`config.mk`:
```
export PLATFORM = sky130hd
export DESIGN_NAME = ctl_serial_port
export DESIGN_NICKNAME = d
export VERILOG_FILES = /design/src/rtl/ctl_port_pkg.sv /design/src/rtl/ctl_sync.sv /design/src/rtl/ctl_shift_fsm.sv /design/src/rtl/ctl_serial_port.sv
export SDC_FILE = /design/constraint.sdc
export NUM_CORES = 1
export LEC_CHECK = 0
export BUFFER_PORTS_ARGS = -buffer_cell sky130_fd_sc_hd__buf_2
export CORE_MARGIN = 2
export CORE_UTILIZATION = 49
export CTS_CLUSTER_DIAMETER = 50
export CTS_CLUSTER_SIZE = 12
export DETAILED_ROUTE_END_ITERATION = 10
export GPL_TIMING_DRIVEN = 0
export PLACE_DENSITY = 0.77
export REMOVE_ABC_BUFFERS = 1
export SYNTH_ARGS = -nofsm -noshare
export SYNTH_HDL_FRONTEND = slang
export SYNTH_SLANG_ARGS = --single-unit
```
`constraint.sdc`:
```
create_clock -name clk -period 1.4 [get_ports clk]
set_input_delay 0.14 -clock clk [delete_from_list [all_inputs] [get_ports clk]]
set_output_delay 0.14 -clock clk [all_outputs]
set_load 0.02 [all_outputs]
```
`src/rtl/ctl_port_pkg.sv`:
```
package ctl_port_pkg;
    localparam int WORD_W = 16;

    typedef enum logic [1:0] {
        ST_IDLE,
        ST_SHIFT,
        ST_COMMIT
    } port_state_e;

    typedef struct packed {
        logic       servo_off;
        logic       cm_en;
        logic       zc_en;
        logic       ovr_sel;
        logic [3:0] gpo;
        logic [1:0] rsvd;
        logic [5:0] gain;
    } ctl_word_t;
endpackage

```
`src/rtl/ctl_sync.sv`:
```
module ctl_sync #(
    parameter int          W       = 1,
    parameter int          STAGES  = 2,
    parameter logic [W-1:0] RST_VAL = '0
) (
    input  logic         clk,
    input  logic         rst_n,
    input  logic [W-1:0] d,
    output logic [W-1:0] q,
    output logic [W-1:0] rise,
    output logic [W-1:0] fall
);
    // pipe[0..STAGES-1] synchronize; pipe[STAGES] keeps the previous value
    logic [STAGES:0][W-1:0] pipe;

    always_ff @(posedge clk or negedge rst_n) begin
        if (!rst_n) begin
            pipe <= {(STAGES+1){RST_VAL}};
        end else begin
            pipe <= {pipe[STAGES-1:0], d};
        end
    end

    assign q    = pipe[STAGES-1];
    assign rise = pipe[STAGES-1] & ~pipe[STAGES];
    assign fall = ~pipe[STAGES-1] & pipe[STAGES];
endmodule

```
`src/rtl/ctl_shift_fsm.sv`:
```
module ctl_shift_fsm
    import ctl_port_pkg::*;
#(
    parameter int W = WORD_W
) (
    input  logic         clk,
    input  logic         rst_n,
    input  logic         cs_rise,
    input  logic         cs_fall,
    input  logic         sck_rise,
    input  logic         sck_fall,
    input  logic         sdi,
    output port_state_e  state,
    output logic [W-1:0] shreg,
    output logic         sdo,
    output logic         sdo_oe,
    output logic         commit
);
    port_state_e state_q, state_d;
    logic [W-1:0] shreg_q;
    logic         sdo_q;

    always_comb begin
        state_d = state_q;
        unique case (state_q)
            ST_IDLE:   if (cs_fall) state_d = ST_SHIFT;
            ST_SHIFT:  if (cs_rise) state_d = ST_COMMIT;
            ST_COMMIT: state_d = cs_fall ? ST_SHIFT : ST_IDLE;
            default:   state_d = ST_IDLE;
        endcase
    end

    always_ff @(posedge clk or negedge rst_n) begin
        if (!rst_n) state_q <= ST_IDLE;
        else        state_q <= state_d;
    end

    // datapath: shift on rising serial edges, present MSB on falling ones
    always_ff @(posedge clk or negedge rst_n) begin
        if (!rst_n) begin
            shreg_q <= '0;
            sdo_q   <= 1'b0;
        end else begin
            if (state_q == ST_SHIFT && sck_rise && !cs_rise) begin
                shreg_q <= {shreg_q[W-2:0], sdi};
            end
            if (cs_fall && state_q != ST_SHIFT) begin
                sdo_q <= shreg_q[W-1];
            end else if (state_q == ST_SHIFT && sck_fall) begin
                sdo_q <= shreg_q[W-1];
            end
        end
    end

    always_comb begin
        sdo_oe = (state_q == ST_SHIFT);
        commit = (state_q == ST_COMMIT);
    end

    assign state = state_q;
    assign shreg = shreg_q;
    assign sdo   = sdo_q;
endmodule

```
`src/rtl/ctl_serial_port.sv`:
```
module ctl_serial_port
    import ctl_port_pkg::*;
#(
    parameter int SYNC_STAGES = 2
) (
    input  logic       clk,
    input  logic       rst_n,
    input  logic       csn_i,
    input  logic       sck_i,
    input  logic       sdi_i,
    output logic       sdo_o,
    output logic       sdo_oe_o,
    output logic [3:0] gpo_o,
    output logic       servo_off_o,
    output logic       cm_en_o,
    output logic       zc_en_o,
    output logic       ovr_sel_o,
    output logic [5:0] gain_o
);
    localparam int NSYNC = 3; // {select, serial clock, data}

    logic [NSYNC-1:0] sync_q, sync_rise, sync_fall;
    port_state_e      fsm_state;
    logic [WORD_W-1:0] shreg;
    logic             commit;
    ctl_word_t        ctl_q;

    ctl_sync #(
        .W(NSYNC), .STAGES(SYNC_STAGES), .RST_VAL(3'b100)
    ) sync_i (
        .clk(clk), .rst_n(rst_n), .d({csn_i, sck_i, sdi_i}),
        .q(sync_q), .rise(sync_rise), .fall(sync_fall)
    );

    ctl_shift_fsm #(.W(WORD_W)) fsm_i (
        .clk(clk), .rst_n(rst_n),
        .cs_rise(sync_rise[2]), .cs_fall(sync_fall[2]),
        .sck_rise(sync_rise[1]), .sck_fall(sync_fall[1]),
        .sdi(sync_q[0]),
        .state(fsm_state), .shreg(shreg),
        .sdo(sdo_o), .sdo_oe(sdo_oe_o), .commit(commit)
    );

    always_ff @(posedge clk or negedge rst_n) begin
        if (!rst_n)      ctl_q <= '0;
        else if (commit) ctl_q <= ctl_word_t'(shreg);
    end

    assign servo_off_o = ctl_q.servo_off;
    assign cm_en_o     = ctl_q.cm_en;
    assign zc_en_o     = ctl_q.zc_en;
    assign ovr_sel_o   = ctl_q.ovr_sel;
    assign gain_o      = ctl_q.gain;

    for (genvar g = 0; g < 4; g++) begin : g_gpo
        assign gpo_o[g] = ctl_q.gpo[g];
    end

    logic unused_bits;
    assign unused_bits = ^{ctl_q.rsvd, sync_q[2:1], sync_rise[0], sync_fall[0]};
endmodule

```
# Yosys cells after proc, flatten, opt, wreduce, memory -nomap -nowiden
# Cells that the tools add are included.
dict set report word_totals {
  ff_bits 42
  in_bits 5
  output_inout_bits 16
  word_cells 35
}
dict set report classes {
  n_eq_ne 5
  mux 6
  bitwise_logic 4
  n_reduce_logical 8
}
# operator count
set ops {}
lappend ops {{$and 3x3->3} 2}
lappend ops {{$not 3->3} 2}
lappend ops {{$pmux 2 s3} 1}
lappend ops {{$logic_and 1x1->1} 4}
lappend ops {{$mux 2} 2}
lappend ops {{$ne 2x1->1 const B} 2}
lappend ops {{$mux 1} 3}
lappend ops {{$eq 2x1->1 const B} 1}
lappend ops {{$eq 2x2->1 const B} 1}
lappend ops {{$logic_not 2->1} 1}
lappend ops {{$ne 2x2->1 const B} 1}
lappend ops {{$reduce_and 2->1} 1}
lappend ops {{$reduce_bool 2->1} 1}
lappend ops {{$logic_not 1->1} 1}

# Depth between registers and ports, before layout
dict set report logic_depth {
  depth_word 5
  ltp_mapped 4
}

# By module
# Synthesis repeated with hierarchy kept, for this count alone.
dict set report hier_totals {
  hier_cells 92
  area_unflattened_um2 1622.8
}
# mod instances cells_each area_per_inst_um2
set by_module_without_submodules {}
lappend by_module_without_submodules {ctl_shift_fsm 1 45 799.5}
lappend by_module_without_submodules {ctl_serial_port 1 29 519.2}
lappend by_module_without_submodules {ctl_sync 1 18 304.0}

# Least setup slack after synthesis
# No wires, ideal clock.
dict set report synth_timing {
  path_type {flip-flop to flip-flop}
  start {register fsm_i.state_q[1], in the netlist fsm_i.state[1]}
  end {register fsm_i.shreg_q[10], in the netlist fsm_i.shreg[10]}
  setup_ns 0.125
  arrival_time_ns 1.331
  slack_ns -0.056
  path_stages_with_launch 5
  path_buffers 1
  path_cell_list {dfrtp_1 -> and2b_2 -> nand4b_4 -> buf_6 -> mux2_4}
}
dict set report synth_via {
  elab_chain_cells 3
}
# element line
set synth_lines {}
lappend synth_lines {{from (decl)} ctl_shift_fsm.sv:19} ;# port_state_e state_q, state_d;
lappend synth_lines {{from (signal assigned)} ctl_shift_fsm.sv:35} ;# else state_q <= state_d;
lappend synth_lines {{$eq 2x1->1} n/a}
lappend synth_lines {{net sdo_oe_o} ctl_serial_port.sv:12} ;# output logic sdo_oe_o,
lappend synth_lines {{$logic_and 1x1->1 (2 in a row)} ctl_shift_fsm.sv:44} ;# if (state_q == ST_SHIFT && sck_rise && !cs_rise) begin
lappend synth_lines {{to (signal assigned)} ctl_shift_fsm.sv:45} ;# shreg_q <= {shreg_q[W-2:0], sdi};
lappend synth_lines {{to (decl)} ctl_shift_fsm.sv:20} ;# logic [W-1:0] shreg_q;
# The timed path passes the listed nets, and every way through them passes these cells.
# A chain may end at the register's enable or synchronous reset.

# Final worst setup path
dict set report layout_timing {
  start {register fsm_i.state_q[1], in the netlist fsm_i.state[1]}
  end {register fsm_i.shreg_q[4], in the netlist fsm_i.shreg[4]}
}
dict set report layout_via {
  elab_chain_cells 3
}
# element line
set layout_lines {}
lappend layout_lines {{$eq 2x1->1} ctl_shift_fsm.sv:44}
lappend layout_lines {{$logic_and 1x1->1 (2 in a row)} ctl_shift_fsm.sv:44}
# Every way passes these cells.

==> flow_summary.yaml <==
critical_path:
  crit_fanout: 8
  cp_data_required_time_ns: 1.64
  path_class: "reg -> reg"
  crit_arrival_ns: 1.69
  critPathCaptureType: "flip-flop"
  critPathLaunchType: "flip-flop"
cts:
  h-tree-depth: 2
  cts_tree: "yes"
  cts_buffer_depth: 2
  insertion_delay_ns: 0.35
  path_clk_slew_ns: 0.12
  cts_inserted_buffers: 5
  cts_sinks: 41
  root_buffer: "clkbuf_4"
timing:
  drv_slew: 0
  relSlewSlack_pct: 43.1
  setup_viol_count_final: 17
  fin_ws_ns: -0.0413
  period_minus_slack_ns: 1.44
  fmax_ghz: 0.694
  max_slew.worst_pin.slew_ns: 0.854
  finalClockSkew_ns: 0.0144
  final-hold-violation-count: 0
  rsz0062_at_grt: "yes"
  fin_crit_sh_pct: 103
global_routing:
  grt_pass1_vias: 855
  grt_start_max_net_pins: 42
  overflow: 0
  grt_pass1_wl_mm: 4.21
  grt_util_all_layers_pct: 17.4
  antenna_found_initial: 0
placed_design:
  placedCellCount: 135
  port_buffers: 20
  place_hpwl_mm: 1.45
  pre_cts_ws_ns: -0.192
  gp_congestion: 0.655
hold_path:
  hold_class: "reg -> reg"
synthesis:
  syn_area_per_cell_um2: 18.1
  netlist_area_mm2: 0.00152
  synth_top_area_share_pct: 62.7
  synth_seq_cells: 41
  synth_largest_area_cell: "dfrtp_1"
  ys_seq_area_share_pct: 67.9
  ys_top_cells_by_area: "dfrtp_1 (63%), mux2_2 (16%), mux2_4 (9.9%)"
  yosysWarnings: 0
  synth_cells: 84
  synth_cell_types: 13
floorplanning:
  die_area_mm2: 0.00356
  pin_count: 21
  die_w_um: 59.6
  die-height_um: 59.6
  start_util_pct: 50.5
  core_mm2: 0.00300
  num_rows: 20
finish:
  regArea_mm2: 0.00103
  synthToLayoutAreaGrowth_pct: 22.4
  fin_cells: 152
  drive_gt1_share_pct: 58.8
  finalNetCount: 123
  multi_input_area_um2: 492
  nFillCells: 217
  insertedDiodeCount: 0
route:
  wl_mm: 2.53
  drtIter0Drc: 6
  ant_nets: 0
  dr.pass1.iters: 2
  drc: 0
  via_count: 822
  wire_per_inst_um: 16.7
  via_per_inst: 5.41
outcome:
  status: "finished with violations"
  violations: "setup timing"
power:
  ir_drop_v: 0.00117
  total_leakage_power_nw: 1.00
  cellPowerDensity_mw_per_mm2: 1450
job:
  cap_violations: 0
[worst max-delay path: stages (launching register included)]
cell and delay [ns]:
dfrtp_1 0.42, and2b_2 0.27, nand4b_4 0.15, clkbuf_16 0.20, mux2_4 0.29
[routing by layer]
metal	vias to the layer above	global-route usage (%)	routed length [um]
li1	364	-	-
met1	429	22.3	1060
met2	19	26.2	1270
met3	10	5.02	109
met4	0	10.5	92
met5	-	0	0
[cells in the mapped netlist (all sizes together)]
library cell / n
o21ai: 2
nand4bb: 1
nand4b: 1
nor3b: 1
nand2: 1
dfrtp: 38
dfstp: 3
and2b: 1
buf: 2
nand2b: 3
mux2: 31
[repair_timing]
action                                  4_1_cts  5_1_grt
gates resized for setup                       5        0
endpoints found under the setup margin       30       21
cloned                                        0        1
pin swaps                                     1        0
hold buffers                                  4        0
setup buffers                                 3        1
hold endpoints to repair                     41        0
[stage by stage]
| stage | utilization, % | TNS [ns] | hold WS, ns | cell area [um^2] | total power [mW] |
|---|---|---|---|---|---|
| 6_report | 61.8 | -0.426 | 0.347 | 1860 | 2.69 |
| 5_1_grt | 61.8 | -1.35 | 0.354 | 1860 | 2.83 |
| 4_1_cts | 60.7 | -0.00203 | 0.356 | 1820 | 2.70 |
| 3_5_place_dp | 54.7 | -4.84 | 0.250 | 1640 | 1.86 |
| 3_3_place_gp | 54.7 | -3.53 | 0.245 | 1640 | 1.84 |
| 2_1_floorplan | - | -1.21 | -0.156 | 1500 | 1.72 |
[layout make-up]
| class | instances | share of cell area (%) |
|---|---|---|
| flip-flops and latches | 41 | 55.5 |
| multi-input cells | 41 | 26.5 |
| repair buffers | 29 | 11.2 |
| clock buffers | 7 | 2.97 |
| well taps | 33 | 2.23 |
| clock inverters | 1 | 1.62 |
[registers in the layout, summed over array words and instances, names as in the netlist]
name	count
cm_en_o	1
fsm_i.sdo	1
fsm_i.shreg	16
fsm_i.state	2
gain_o	6
gpo_o	4
ovr_sel_o	1
servo_off_o	1
sync_i.pipe	5
sync_i.q	3
zc_en_o	1
[kinds of logic after synthesis]
family	after synthesis	share of synthesized area, %
compound gates	2	0.660
buf+inv	2	1.07
flops	41	67.9
mux	31	25.5
simple gates	8	4.87
[path summary, 6_finish.rpt]
check / from / endpoint / slack, ns / depth (start not counted)
worst max-delay path: fsm_i.state[1] / fsm_i.shreg[4] / -0.04 / 4
worst min-delay path: sync_i.pipe[1] / sync_i.q[1] / 0.35 / 0
worst max register to register: fsm_i.state[1] / fsm_i.shreg[4] / -0.04 / 4
worst min register to register: sync_i.pipe[1] / sync_i.q[1] / 0.35 / 0
max in group asynchronous: rst_n / gain_o[2] / 0.43 / 2
min in group asynchronous: rst_n / gain_o[4] / 0.42 / 2
[power by group]
group	internal [mW]	switching, mW	total (mW)
clock	0.427	0.362	0.789
combinational	0.261	0.212	0.473
sequential	1.33	0.0991	1.43
[cells in the final DEF, fill, tap and decap left out, types with 2 or more instances in the layout]
cell type,synthesis,routed
dlygate4sd3_1,0,4
mux2_4,10,13
dfrtp_1,38,38
buf_4,0,3
mux2_2,21,18
clkbuf_4,0,5
dfstp_2,3,3
buf_2,1,20
o21ai_0,2,2
Power figures use the tool's default switching activity.
